**config.mk**
```make
export PLATFORM = sky130hd
export DESIGN_NAME = olmc_bank
export DESIGN_NICKNAME = d
export VERILOG_FILES = /design/src/rtl/olmc_pkg.sv /design/src/rtl/olmc_mode_decode.sv /design/src/rtl/olmc_cell.sv /design/src/rtl/olmc_bank.sv
export SDC_FILE = /design/constraint.sdc
export NUM_CORES = 1
export LEC_CHECK = 0
export ABC_AREA = 1
export BUFFER_PORTS_ARGS = -buffer_cell sky130_fd_sc_hd__buf_2
export CAP_MARGIN = 20
export CORE_UTILIZATION = 44
export DETAILED_ROUTE_END_ITERATION = 12
export HOLD_SLACK_MARGIN = 0.02
export PLACE_DENSITY = 0.83
export SYNTH_ARGS = -nofsm -noshare
export SYNTH_HDL_FRONTEND = slang
export SYNTH_SLANG_ARGS = --single-unit
```
**constraint.sdc**
```tcl
create_clock -name clk -period 2.25 [get_ports clk]
set_clock_uncertainty 0.2 [all_clocks]
set_input_delay 0.225 -clock clk [delete_from_list [all_inputs] [get_ports clk]]
set_output_delay 0.225 -clock clk [all_outputs]
set_load 0.005 [all_outputs]
```
**src/rtl/olmc_pkg.sv**
```systemverilog
package olmc_pkg;

    typedef enum logic [1:0] {
        ARCH_OFF,
        ARCH_REG,
        ARCH_CPLX,
        ARCH_SIMPLE
    } arch_t;

    typedef enum logic [2:0] {
        CFG_OFF,
        CFG_REGQ,
        CFG_COMB_IO,
        CFG_COMB_OUT,
        CFG_DED_IN
    } cell_cfg_t;

endpackage

```
**src/rtl/olmc_mode_decode.sv**
```systemverilog
module olmc_mode_decode
    import olmc_pkg::*;
(
    input  logic  syn,
    input  logic  ac0,
    output arch_t arch
);

    always_comb begin
        unique case ({syn, ac0})
            2'b01:   arch = ARCH_REG;
            2'b11:   arch = ARCH_CPLX;
            2'b10:   arch = ARCH_SIMPLE;
            2'b00:   arch = ARCH_OFF;
            default: arch = ARCH_OFF;
        endcase
    end

endmodule

```
**src/rtl/olmc_cell.sv**
```systemverilog
module olmc_cell
    import olmc_pkg::*;
#(
    parameter int TERMS     = 8,
    parameter bit IS_OUTER  = 1'b0,
    parameter bit IS_CENTRE = 1'b0
) (
    input  logic             clk,
    input  logic             rst_n,
    input  arch_t            arch,
    input  logic             ac1,
    input  logic             pol,
    input  logic [TERMS-1:0] pt,
    input  logic             oe_n,
    input  logic             preload_en,
    input  logic             preload_val,
    input  logic             pin_in,
    output logic             pin_out,
    output logic             pin_oe,
    output logic             fb
);

    // term 0 doubles as the enable term in I/O configurations
    localparam int OE_TERM = 0;
    localparam int SUM_LO  = OE_TERM + 1;

    cell_cfg_t cfg;
    logic      sum_all;
    logic      sum_io;
    logic      lvl_next;
    logic      q_inv;      // stores the complement of the pin level
    logic      drv;
    logic      en;

    assign sum_all  = |pt;
    assign sum_io   = |pt[TERMS-1:SUM_LO];
    assign lvl_next = pol ? sum_all : ~sum_all;

    // configuration decode
    always_comb begin
        unique case (arch)
            ARCH_REG:    cfg = ac1 ? CFG_COMB_IO : CFG_REGQ;
            ARCH_CPLX:   cfg = CFG_COMB_IO;
            ARCH_SIMPLE: cfg = (ac1 && !IS_CENTRE) ? CFG_DED_IN : CFG_COMB_OUT;
            ARCH_OFF:    cfg = CFG_OFF;
            default:     cfg = CFG_OFF;
        endcase
    end

    // state register
    always_ff @(posedge clk or negedge rst_n) begin
        if (!rst_n) begin
            q_inv <= 1'b0;
        end else if (preload_en) begin
            q_inv <= ~preload_val;
        end else begin
            q_inv <= ~lvl_next;
        end
    end

    // outputs
    always_comb begin
        drv = 1'b0;
        en  = 1'b0;
        fb  = 1'b0;
        unique case (cfg)
            CFG_REGQ: begin
                drv = ~q_inv;
                en  = ~oe_n;
                fb  = ~q_inv;
            end
            CFG_COMB_IO: begin
                drv = pol ? sum_io : ~sum_io;
                en  = pt[OE_TERM];
                if (IS_OUTER && (arch == ARCH_CPLX)) begin
                    fb = 1'b0;
                end else begin
                    fb = en ? drv : pin_in;
                end
            end
            CFG_COMB_OUT: begin
                drv = pol ? sum_all : ~sum_all;
                en  = 1'b1;
                fb  = IS_CENTRE ? 1'b0 : drv;
            end
            CFG_DED_IN: begin
                fb = pin_in;
            end
            CFG_OFF: begin
                fb = 1'b0;
            end
            default: begin
                fb = 1'b0;
            end
        endcase
    end

    assign pin_out = drv;
    assign pin_oe  = en;

endmodule

```
**src/rtl/olmc_bank.sv**
```systemverilog
module olmc_bank
    import olmc_pkg::*;
#(
    parameter int NUM_CELLS = 8,
    parameter int TERMS     = 8
) (
    input  logic                       clk,
    input  logic                       rst_n,
    input  logic                       syn,
    input  logic                       ac0,
    input  logic [NUM_CELLS-1:0]       ac1,
    input  logic [NUM_CELLS-1:0]       pol,
    input  logic [NUM_CELLS*TERMS-1:0] pterm,
    input  logic                       oe_n,
    input  logic                       preload_en,
    input  logic [NUM_CELLS-1:0]       preload_val,
    input  logic [NUM_CELLS-1:0]       pin_in,
    output logic [NUM_CELLS-1:0]       pin_out,
    output logic [NUM_CELLS-1:0]       pin_oe,
    output logic [NUM_CELLS-1:0]       fb
);

    localparam int CENTRE_LO = NUM_CELLS / 2 - 1;
    localparam int CENTRE_HI = NUM_CELLS / 2;

    arch_t arch;

    olmc_mode_decode u_decode (
        .syn  (syn),
        .ac0  (ac0),
        .arch (arch)
    );

    for (genvar g = 0; g < NUM_CELLS; g++) begin : g_cell
        localparam bit OUTER  = (g == 0) || (g == NUM_CELLS - 1);
        localparam bit CENTRE = (g == CENTRE_LO) || (g == CENTRE_HI);

        olmc_cell #(
            .TERMS     (TERMS),
            .IS_OUTER  (OUTER),
            .IS_CENTRE (CENTRE)
        ) u_cell (
            .clk         (clk),
            .rst_n       (rst_n),
            .arch        (arch),
            .ac1         (ac1[g]),
            .pol         (pol[g]),
            .pt          (pterm[g*TERMS +: TERMS]),
            .oe_n        (oe_n),
            .preload_en  (preload_en),
            .preload_val (preload_val[g]),
            .pin_in      (pin_in[g]),
            .pin_out     (pin_out[g]),
            .pin_oe      (pin_oe[g]),
            .fb          (fb[g])
        );
    end

endmodule

```
### Word level (Yosys, flattened, before mapping)

Cells that the tools add are included.

* muxes and demuxes: 81
* equality and inequality tests: 38
* reduce and logical (&&, ||, !) cells: 18
* bitwise logic cells: 41

Operators with widths (number)
* case mux 3 bit (4 select lines): 8
* OR reduction 8 bit: 8
* OR reduction 7 bit: 8
* case mux 1 bit (3 select lines): 18
* equality test 3 x 2 -> 1 bit, second input constant: 16
* inverter 1 bit: 41
* two-way mux 1 bit: 34
* equality test 3 x 1 -> 1 bit, second input constant: 8
* equality test 3 bit, second input constant: 8
* case mux 1 bit (4 select lines): 6
* two-way mux 3 bit: 6
* two-way mux 2 bit: 8
* equality test 2 bit, second input constant: 4
* case mux 2 bit (4 select lines): 1
* equality test 2 x 1 -> 1 bit, second input constant: 2
* zero test 2 bit: 2

* bits of input ports: 102
* flip-flop bits (word level): 8
* output and inout port bits: 24

### Depth between registers and ports, before layout

Gate-level depths: netlist of run 1.

* depth in word-level cells: 6
* gate-level depth with buffers: 11

### By module

Synthesis of run 1 repeated with hierarchy kept, for this count alone.

* cells, all modules: 393
* area, all modules: 1995.7 um2

Modules (own cells, without submodules)
* olmc_cell (g_cell[1].u_cell ...): times used 4, area each 237.7 um2, cells an instance 48
* olmc_cell (g_cell[3].u_cell ...): times used 2, area each 269.0 um2, cells an instance 53
* olmc_cell (g_cell[0].u_cell ...): times used 2, area each 231.5 um2, cells an instance 44
* olmc_mode_decode: times used 1, area each 43.8 um2, cells an instance 7

### Worst setup path before layout of run 1

No wires, ideal clock.

* path kind: input to output
* from: input ac0
* to: output pin_oe[3]
* path slack: 0.408 ns
* cell stages on the path: 9
* data required time: 1.825 ns
* data arrival time: 1.417 ns
* cell sequence: buf_4 nand2_8 buf_8 o21ai_1 inv_1 ha_1 a21oi_1 a21oi_1 buf_4

* cells in the longest elaborated chain, start to end: 6
* elaborated cells between the ends (all ways): 14
* classes of those cells: eq/ne (9); mux (3); reduce/logical (2)

Ends and longest elaborated chain
* start: declaration: line olmc_bank.sv:10 `input logic ac0,`
* equality test 2 bit, or another cell as far along: line olmc_mode_decode.sv:10 `unique case ({syn, ac0})`
* case mux 2 bit (4 select lines) (*): line olmc_mode_decode.sv:10
* equality test 2 bit, or another cell as far along: line olmc_cell.sv:41 `unique case (arch)`
* case mux 3 bit (4 select lines) (*): line olmc_cell.sv:41
* equality test 3 x 2 -> 1 bit / equality test 3 x 1 -> 1 bit (equally long branches): line olmc_cell.sv:66 `unique case (cfg)`
* case mux 1 bit (3 select lines) (*): line olmc_cell.sv:66
* end: declaration: line olmc_bank.sv:19 `output logic [NUM_CELLS-1:0] pin_oe,`

Every way passes the cells marked *; elsewhere a longest branch is shown, timed or not. The select of a mux whose other input is x is not followed.

### Worst setup path in the final report of run 1

* from: input ac0
* to: output fb[4]

* cells in the longest elaborated chain, start to end: 6
* elaborated cells between the ends (all ways): 14
* classes of those cells: eq/ne (9); mux (3); reduce/logical (2)

Ends and longest elaborated chain
* equality test 2 bit, or another cell as far along: line olmc_mode_decode.sv:10
* case mux 2 bit (4 select lines) (*): line olmc_mode_decode.sv:10
* equality test 2 bit, or another cell as far along: line olmc_cell.sv:41
* case mux 3 bit (4 select lines) (*): line olmc_cell.sv:41
* equality test 3 bit, or another cell as far along: line olmc_cell.sv:66
* case mux 1 bit (3 select lines) (*): line olmc_cell.sv:66
* end: declaration: line olmc_bank.sv:20 `output logic [NUM_CELLS-1:0] fb`

Marks and branches as above.

==> flow_metrics.py, run 1 <==
metrics = {
    "cts": {
        "path_clk_slew_ns": 0.04,
        "post_cts_buffers": 0,
        "clock-sinks": 8,
        "clock_path_buffers": 2,
        "h-tree-depth": 1,
        "cts_buffers": 3,
        "cts_tree": "yes",
        "root_buffer": "clkbuf_8",
        "cts_resized": 0,
    },
    "sta": {
        "fin_tns_setup_ns": 0,
        "maxSlewViolCount": 0,
        "fin_crit_sh_pct": 93.0,
        "worstMarginPinSlew_ns": 0.434,
        "hold_violations": 0,
        "rsz0062_at_grt": "no",
        "worst_slack_ns": 0.156,
        "fmax_mhz": 478,
        "slew_headroom_pct": 71.0,
        "layout_min_cycle_time_ns": 2.09,
        "setup_violations": 0,
    },
    "power_and_ir_drop": {
        "leakagePower_nw": 1.61,
        "power_mw": 0.722,
        "irDropWorstVdd_uv": 194,
        "p_per_area_nw_per_um2": 277,
    },
    "synth": {
        "synth.avg_cell_area_um2": 5.54,
        "synth.distinct_cells": 25,
        "synth.top_cell.area_share_pct": 15.7,
        "netlist_instances": 358,
        "syn-num-nets": 468,
        "yosysWarningCount": 0,
        "ys_ff_latch": 8,
        "synth_area_leaders": "nand2_1 16%, inv_1 13%, dfrtp_1 10%",
        "netlist_area_um2": 1980,
        "yosys.area.top_type": "nand2_1",
        "seq_area_frac_synth_pct": 10.1,
    },
    "finish": {
        "nets": 581,
        "drive_gt1_share_pct": 29.4,
        "regMostFlops": "g_cell.u_cell.q_inv",
        "n_antenna_cell": 0,
        "largest_register_ff_count": 8,
        "num-fill-cells": 428,
        "top_regs": "g_cell.u_cell.q_inv x8",
        "syn_to_final_growth_pct": 31.5,
    },
    "floorplan": {
        "start_util_pct": 45.5,
        "coreArea_um2": 4350,
        "core.rowCount": 24,
        "die_y_um": 69.1,
        "design.die.area_um2": 4780,
        "dieWidth_um": 69.1,
        "io_pins": 126,
    },
    "placement": {
        "gp_congestion": 0.811,
        "dp_hpwl_um": 4490,
        "port_buffers": 125,
        "place_ws_ns": 0.188,
    },
    "detailed_routing": {
        "vias": 2515,
        "drc": 0,
        "post_drt_wl_per_cell_um": 10.3,
        "drt-vias-per-instance": 4.83,
        "drt_pre_antenna_iters": 5,
        "totalWireLength_um": 5350,
        "drtIter0Drc": 89,
        "final_antenna_net_count": 0,
    },
    "grt": {
        "grt.overflow.total": 0,
        "grt_pass1_vias": 2343,
        "grt_pass1_wl_um": 9140,
        "antenna_found_initial": 0,
        "grt_usage_pct": 22.3,
        "grt_max_degree": 17,
    },
    "min_path": {
        "min_path_type": "in2reg",
    },
    "worst_setup_path": {
        "cp.arrival_ns": 1.67,
        "cp_data_required_time_ns": 1.82,
        "path_class": "in2out",
        "crit_path_max_fanout": 9,
        "end_kind": "primary output",
        "start_kind": "input port",
    },
    "flow_run": {
        "drv_cap": 0,
    },
    "outcome": {
        "status": "completed",
    },
}
==> layout by cell type (no fill, tap or decap), types with 7 or more instances in the layout <==
cell,Yosys,final
a21oi_1,11,11
a31oi_1,7,7
buf_2,0,125
dfrtp_1,8,8
dlygate4sd3_1,0,10
ha_1,8,8
inv_1,71,71
nand2_1,83,83
nand3_1,34,34
nand4_1,7,7
nor2_1,36,36
nor3_1,19,19
o21ai_0,20,20
==> stage by stage <==
stage / hold slack, ns / cell area (um2) / utilization [%] / cells
2_1_floorplan: -0.271 / 1980 / - / 358
3_3_place_gp: -0.118 / 2470 / 56.7 / 508
3_5_place_dp: -0.112 / 2470 / 56.7 / 508
4_1_cts: 0.166 / 2610 / 59.9 / 521
5_1_grt: 0.203 / 2610 / 59.9 / 521
6_report: 0.175 / 2610 / 59.9 / 521
==> layer usage <==
metal / GRT usage (%) / vias to the layer above / share of wire [%]
li1: - / 1341 / -
met1: 26.2 / 1071 / 43
met2: 42.8 / 97 / 50
met3: 2.78 / 6 / 5.8
met4: 4.31 / 0 / 1.1
met5: 0 / - / 0
==> timing repair <==
| action | CTS | global route |
|---|---|---|
| hold buffers | 10 | 0 |
| endpoints found under the setup margin | 0 | 0 |
| endpoints found under the hold margin | 16 | 0 |
==> critical path: stages <==
cell     delay (ns)
buf_2          0.27
nor2_8         0.10
inv_6          0.14
o21ai_1        0.14
inv_1          0.12
ha_1           0.21
o21a_1         0.14
nand2_1        0.06
a21oi_1        0.13
buf_2          0.13
==> synthesized netlist by cell type, drive strengths merged <==
master,count
inv,73
dfrtp,8
a31oi,7
xor2,1
a211o,5
nand3b,6
nand3,34
buf,26
mux2i,1
nand4,7
ha,8
clkbuf,1
nor3,19
nand2,84
nor2,43
o21ai,22
o21a,2
a21oi,11
==> cells by family (layout without fill, tap and decap cells) <==
| group | count (synthesis) | after routing | share of synthesized area [%] |
|---|---|---|---|
| xor+xnor | 1 | 1 | 0.442 |
| compound gates | 47 | 47 | 13.5 |
| buf+inv | 100 | 211 | 24.6 |
| mux | 1 | 1 | 0.505 |
| fa+ha+maj | 8 | 8 | 5.05 |
| simple gates | 193 | 193 | 45.8 |
| flops | 8 | 8 | 10.1 |
==> path summary, 6_finish.rpt <==
path                       startpoint                               end  slack [ns]  depth (start not counted)
max                               ac0                             fb[4]        0.16                         10
min                            pol[4]  g_cell[4].u_cell.q_inv$_DFF_PN0_        0.17                          5
max in group asynchronous       rst_n  g_cell[1].u_cell.q_inv$_DFF_PN0_        1.49                          2
min in group asynchronous       rst_n  g_cell[0].u_cell.q_inv$_DFF_PN0_        0.18                          2
==> area by class of cell <==
class | instances | area, um2 | share of cell area (%)
multi-input cells | 250 | 1290 | 49.6
repair buffers | 135 | 726 | 27.8
inverters | 73 | 282 | 10.8
flip-flops and latches | 8 | 200 | 7.67
well taps | 52 | 65.1 | 2.49
clock buffers | 3 | 41.3 | 1.58
==> power breakdown <==
group	total (mW)	switching, mW	internal (mW)
Clock	0.179	0.0621	0.116
Combinational	0.385	0.205	0.181
Sequential	0.158	0.00281	0.155
Total	0.722	0.270	0.452
Note: power is estimated with default switching activity, not from simulation.
==> run 2, diff against run 1 <==
Settings changed: ABC_AREA 1 to 0, HOLD_SLACK_MARGIN 0.02 to 0.1.
==> flow_metrics.py, run 2 <==
metrics = {
    "outcome": {
        "status": "completed",
    },
    "min_path": {
        "min_from": "pol[6]",
        "min_path_type": "in2reg",
    },
    "floorplan": {
        "dieWidth_um": 68.6,
        "io_pins": 126,
        "design.die.area_um2": 4710,
        "start_util_pct": 47.1,
        "core.rowCount": 23,
        "coreArea_um2": 4140,
        "die_y_um": 68.6,
    },
    "power_and_ir_drop": {
        "p_switching_mw": 0.275,
        "leakagePower_nw": 1.24,
        "p_per_area_nw_per_um2": 288,
        "swShare_pct": 36.9,
        "pwr-share-seq_pct": 21.3,
        "irDropWorstVdd_uv": 126,
        "comb_power_share_pct": 53.6,
        "p_int_mw": 0.472,
        "clockPowerShare_pct": 25.1,
    },
    "sta": {
        "fmax_mhz": 478,
        "fin_crit_sh_pct": 93.0,
        "setup_violations": 0,
        "worst_hold_slack_ns": 0.108,
        "layout_min_cycle_time_ns": 2.09,
        "maxSlewViolCount": 0,
        "hold_violations": 0,
        "rsz0062_at_grt": "no",
        "fin_tns_setup_ns": 0,
        "worstMarginPinSlew_ns": 0.448,
        "slew_headroom_pct": 70.1,
    },
    "grt": {
        "grt_max_degree": 26,
        "antenna_found_initial": 0,
        "grt.overflow.total": 0,
        "grt_usage_pct": 23.0,
        "grt_pass1_wl_um": 8260,
        "grt_pass1_vias": 2064,
    },
    "detailed_routing": {
        "final_antenna_net_count": 0,
        "drtIter0Drc": 107,
        "drc": 0,
        "post_drt_wl_per_cell_um": 12.7,
        "vias": 2315,
        "drt-vias-per-instance": 5.45,
        "totalWireLength_um": 5410,
        "drt_pre_antenna_iters": 4,
    },
    "synth": {
        "netlist_area_um2": 1950,
        "syn-num-nets": 376,
        "async_reset_ff_share_pct": 100,
        "synth.top_cell.area_share_pct": 10.2,
        "seq_area_frac_synth_pct": 10.2,
        "yosysWarningCount": 0,
        "yosys.area.top_type": "dfrtp_1",
        "netlist_instances": 266,
        "synth_area_leaders": "dfrtp_1 10%, buf_4 9.6%, nand2_1 6.5%",
        "synth.avg_cell_area_um2": 7.34,
        "synth_most_common_cell": "nand2_1",
        "synthFlopType": "dfrtp_1",
        "netlist_top_cells_count": "34 x nand2_1, 25 x buf_4, 19 x inv_1, 19 x nor2_1, 19 x o21ai_0",
        "ys_ff_latch": 8,
        "synth_edf_count": 0,
        "synth.distinct_cells": 44,
    },
    "worst_setup_path": {
        "startpoint": "syn",
        "end_kind": "primary output",
        "crit_path_max_fanout": 8,
        "cp.arrival_ns": 1.67,
        "path_class": "in2out",
        "start_kind": "input port",
        "cp-endpoint": "pin_out[4]",
        "cp_data_required_time_ns": 1.82,
    },
    "finish": {
        "n_antenna_cell": 0,
        "layout_common_cells": "125 x buf_2, 34 x nand2_1, 19 x inv_1, 19 x o21ai_0, 17 x nor2_1",
        "nets": 487,
        "regMostFlops": "g_cell.u_cell.q_inv",
        "final_common_cell": "buf_2",
        "largest_register_ff_count": 8,
        "top_regs": "g_cell.u_cell.q_inv x8",
        "drive_gt1_share_pct": 43.2,
        "syn_to_final_growth_pct": 32.8,
    },
    "cts": {
        "clock-sinks": 8,
        "cts_tree": "yes",
        "root_buffer": "clkbuf_8",
        "clock_path_buffers": 2,
        "cts_buffers": 3,
        "path_clk_slew_ns": 0.05,
        "h-tree-depth": 1,
    },
    "placement": {
        "port_buffers": 125,
        "dp_hpwl_um": 4340,
        "gp_congestion": 0.813,
    },
    "flow_run": {
        "drv_cap": 0,
    },
}
-- run 2: cell types whose count changed after synthesis, sizes merged, moves of 8 or more --
cell	delta
inv	-53
xnor2	+10
o311ai	+10
nand2b	+8
nor4	+14
nand2	-50
nand3	-34
nor2	-24
-- run 2: kinds of logic (layout without fill, tap and decap cells) --
logic type | after synthesis | in the layout | share of synthesized area (%)
flops | 8 | 8 | 10.2
fa+ha+maj | 8 | 8 | 5.13
xor+xnor | 12 | 12 | 5.38
mux | 6 | 6 | 3.20
buf+inv | 54 | 163 | 16.0
compound gates | 66 | 66 | 23.6
simple gates | 112 | 112 | 36.4
-- run 2: how the worst min path moves through the flow --
stage | end | cells after the start
after global routing | g_cell[5].u_cell.q_inv$_DFF_PN0_ | 3
final | g_cell[6].u_cell.q_inv$_DFF_PN0_ | 3
after CTS | g_cell[6].u_cell.q_inv$_DFF_PN0_ | 3
after global placement | g_cell[6].u_cell.q_inv$_DFF_PN0_ | 1
after detailed placement | g_cell[6].u_cell.q_inv$_DFF_PN0_ | 1
after floorplan | g_cell[0].u_cell.q_inv$_DFF_PN0_ | 0
-- run 2: area by class of cell --
cell class,count,area [um2]
Timing Repair Buffer,140,761
Sequential cell,8,200
Multi-Input combinational cell,204,1450
Fill cell,399,1550
Inverter,20,75.1
Tap cell,50,62.6
Clock buffer,3,41.3
-- run 2: what timing repair did --
action | 4_1_cts | 5_1_grt
hold buffers | 9 | 0
resized for setup | 0 | 5
setup buffers | 0 | 0
endpoints found under the hold margin | 16 | 0
endpoints found under the setup margin | 0 | 2
-- run 2: power groups by stage --
stage          Sequential (mW)  Clock [mW]  Combinational [mW]
3_3_place_gp             0.160           0               0.375
3_5_place_dp             0.161           0               0.384
2_1_floorplan            0.160           0               0.246
6_report                 0.159       0.188               0.400
4_1_cts                  0.158       0.188               0.398
5_1_grt                  0.160       0.197               0.450
-- run 2: stage by stage --
step                      util, %  setup WS, ns  cells  total power [mW]  cell area, um2
after floorplan                 -         0.335    266             0.405            1950
after global placement       59.1         0.205    413             0.535            2450
after detailed placement     59.1         0.144    413             0.544            2450
after CTS                    62.3         0.132    425             0.745            2580
after global routing         62.6        0.0149    425             0.806            2590
final                        62.6         0.158    425             0.747            2590
-- run 2: per-layer routing --
metal	part of all wire (%)	GRT usage [%]	routed length, um	vias up
met5	0	0	0	-
met3	6.7	2.63	362	6
met2	51	44.5	2770	100
li1	-	-	-	1172
met1	41	25.2	2200	1037
met4	1.5	8.33	80	0
-- run 2: critical path: stages --
cell and delay [ns]:
buf_2 0.14, and2b_1 0.20, nor2_2 0.17, inv_1 0.10, ha_1 0.22, nor2b_2 0.17
nor2_1 0.14, a21oi_2 0.08, o21a_1 0.11, buf_2 0.12
==> run 3, diff against run 2 <==
Settings changed: CORE_UTILIZATION 44 to 39, GPL_ROUTABILITY_DRIVEN from default to 0, PLACE_DENSITY 0.83 to 0.78.
Clock period 2.25 ns to 1.85 ns, I/O delays scaled along.
==> flow_metrics.py, run 3 (synthesized netlist as in run 2, its figures left out) <==
metrics = {
    "worst_setup_path": {
        "cpMaxStageDelayCell": "and2b_2",
        "cp_num_buf_inv": 3,
        "critPathTopFamily": "simple AND/OR/NAND/NOR gates",
        "start_kind": "input port",
        "cp.arrival_ns": 1.47,
        "max_stage_delay_ns": 0.26,
        "crit_chain": "buf_8 > and2b_2 > nor2_4 > buf_6 > ha_4 > nand3b_1 > o22ai_1 > buf_2",
        "crit_path_max_fanout": 4,
        "end_kind": "primary output",
        "path_class": "in2out",
        "cp_data_required_time_ns": 1.46,
    },
    "finish": {
        "layout_common_cells": "123 x buf_2, 30 x nand2_1, 19 x o21ai_0, 18 x buf_4, 15 x inv_1",
        "multi_input_area_um2": 1670,
        "seq_area_um2": 200,
        "final_cells": 460,
        "drive_gt1_share_pct": 51.7,
        "regMostFlops": "g_cell.u_cell.q_inv",
        "nets": 505,
        "final_common_cell": "buf_2",
        "syn_to_final_growth_pct": 53.7,
        "top_regs": "g_cell.u_cell.q_inv x8",
        "largest_register_ff_count": 8,
        "post-route-util_pct": 62.7,
        "n_antenna_cell": 0,
        "num-fill-cells": 422,
    },
    "detailed_routing": {
        "final_antenna_net_count": 0,
        "vias": 2446,
        "wl_met2_um": 3210,
        "dr.max_layer_used": "met4",
        "drt_pre_antenna_iters": 4,
        "totalWireLength_um": 6120,
        "met1_length_um": 2520,
        "met3WireLength_um": 335,
        "drc": 0,
        "post_drt_wl_per_cell_um": 13.3,
        "drt-vias-per-instance": 5.32,
        "drtIter0Drc": 61,
    },
    "cts": {
        "cts_tree": "yes",
        "h-tree-depth": 1,
        "clock_path_buffers": 2,
        "cts_buffers": 3,
        "path_clk_slew_ns": 0.05,
        "root_buffer": "clkbuf_8",
        "clock-sinks": 8,
    },
    "sta": {
        "worst_hold_slack_ns": 0.123,
        "hold_violations": 0,
        "rsz0062_at_grt": "yes",
        "setup_violations": 1,
        "fin_crit_sh_pct": 101,
        "worstMarginPinSlew_ns": 0.382,
        "worst_slack_ns": -0.00987,
        "fmax_mhz": 538,
        "layout_min_cycle_time_ns": 1.86,
        "slew_headroom_pct": 74.3,
        "maxSlewViolCount": 0,
    },
    "min_path": {
        "min_path_type": "in2reg",
    },
    "placement": {
        "dp_hpwl_um": 4460,
        "place_ws_ns": -0.0813,
        "placed_cells": 440,
        "port_buffers": 125,
    },
    "grt": {
        "grt_pass1_vias": 2123,
        "grt_usage_pct": 21.1,
        "grt_max_degree": 27,
        "antenna_found_initial": 0,
        "grt.overflow.total": 0,
        "grt_pass1_wl_um": 8910,
    },
    "outcome": {
        "violations": "setup timing",
        "status": "complete, but fails checks",
    },
    "power_and_ir_drop": {
        "p_switching_mw": 0.376,
        "comb_power_share_pct": 58.8,
        "swShare_pct": 37.3,
        "p_int_mw": 0.632,
        "leakagePower_nw": 1.36,
        "irDropWorstVdd_uv": 212,
        "pwr-share-seq_pct": 19.3,
        "clockPowerShare_pct": 22.0,
        "p_per_area_nw_per_um2": 336,
    },
    "floorplan": {
        "dieWidth_um": 72.8,
        "start_util_pct": 40.8,
        "coreArea_um2": 4790,
        "design.die.area_um2": 5290,
        "io_pins": 126,
        "core.rowCount": 25,
        "die_y_um": 72.8,
    },
    "flow_run": {
        "drv_cap": 0,
    },
}
==> run 3: final cells by class <==
type | count | share of cell area (%)
sequential | 8 | 6.67
clock buffer | 3 | 1.38
multi-input combinational | 204 | 55.6
timing repair buffer | 158 | 31.0
tap | 67 | 2.79
inverter | 20 | 2.58
==> run 3: routing by layer <==
layer / up-vias / track usage, %
met5: - / 0
li1: 1209 / -
met3: 6 / 2.49
met1: 1140 / 25.6
met4: 0 / 5.01
met2: 91 / 39.3
==> run 3: worst min-delay path: cells and delay by family <==
family                 cells  cell delay [ns]
AO/OA/AOI/OAI              1             0.16
buffers and inverters      1             0.11
AND/OR/NAND/NOR            1             0.05
==> run 3: what timing repair did <==
action | 4_1_cts | 5_1_grt
setup endpoints to repair | 8 | 14
hold buffers | 13 | 0
pin swaps | 5 | 18
buffers inserted | 1 | 3
endpoints found under the hold margin | 16 | 0
gates resized for setup | 15 | 42
==> run 3: stage by stage <==
step | total power, mW | area [um2] | setup TNS [ns]
final | 1.01 | 3000 | -0.00987
after global routing | 1.07 | 3000 | -0.191
after CTS | 0.944 | 2790 | -0.0120
after detailed placement | 0.680 | 2540 | -0.227
after global placement | 0.668 | 2540 | -0.0924
after floorplan | 0.493 | 1950 | 0
==> run 3: power groups by stage <==
stage | Clock, mW | Combinational (mW) | Sequential, mW
after floorplan | 0 | 0.299 | 0.194
after global placement | 0 | 0.473 | 0.195
after detailed placement | 0 | 0.485 | 0.195
after CTS | 0.225 | 0.526 | 0.194
after global routing | 0.230 | 0.648 | 0.196
final | 0.221 | 0.593 | 0.194
==> run 3: path summary, 6_finish.rpt <==
kind	start	to	slack [ns]	cells after the start
max	ac0	fb[4]	-0.01	8
min	pol[4]	g_cell[4].u_cell.q_inv$_DFF_PN0_	0.12	3
max in group asynchronous	rst_n	g_cell[4].u_cell.q_inv$_DFF_PN0_	1.12	2
min in group asynchronous	rst_n	g_cell[2].u_cell.q_inv$_DFF_PN0_	0.14	2
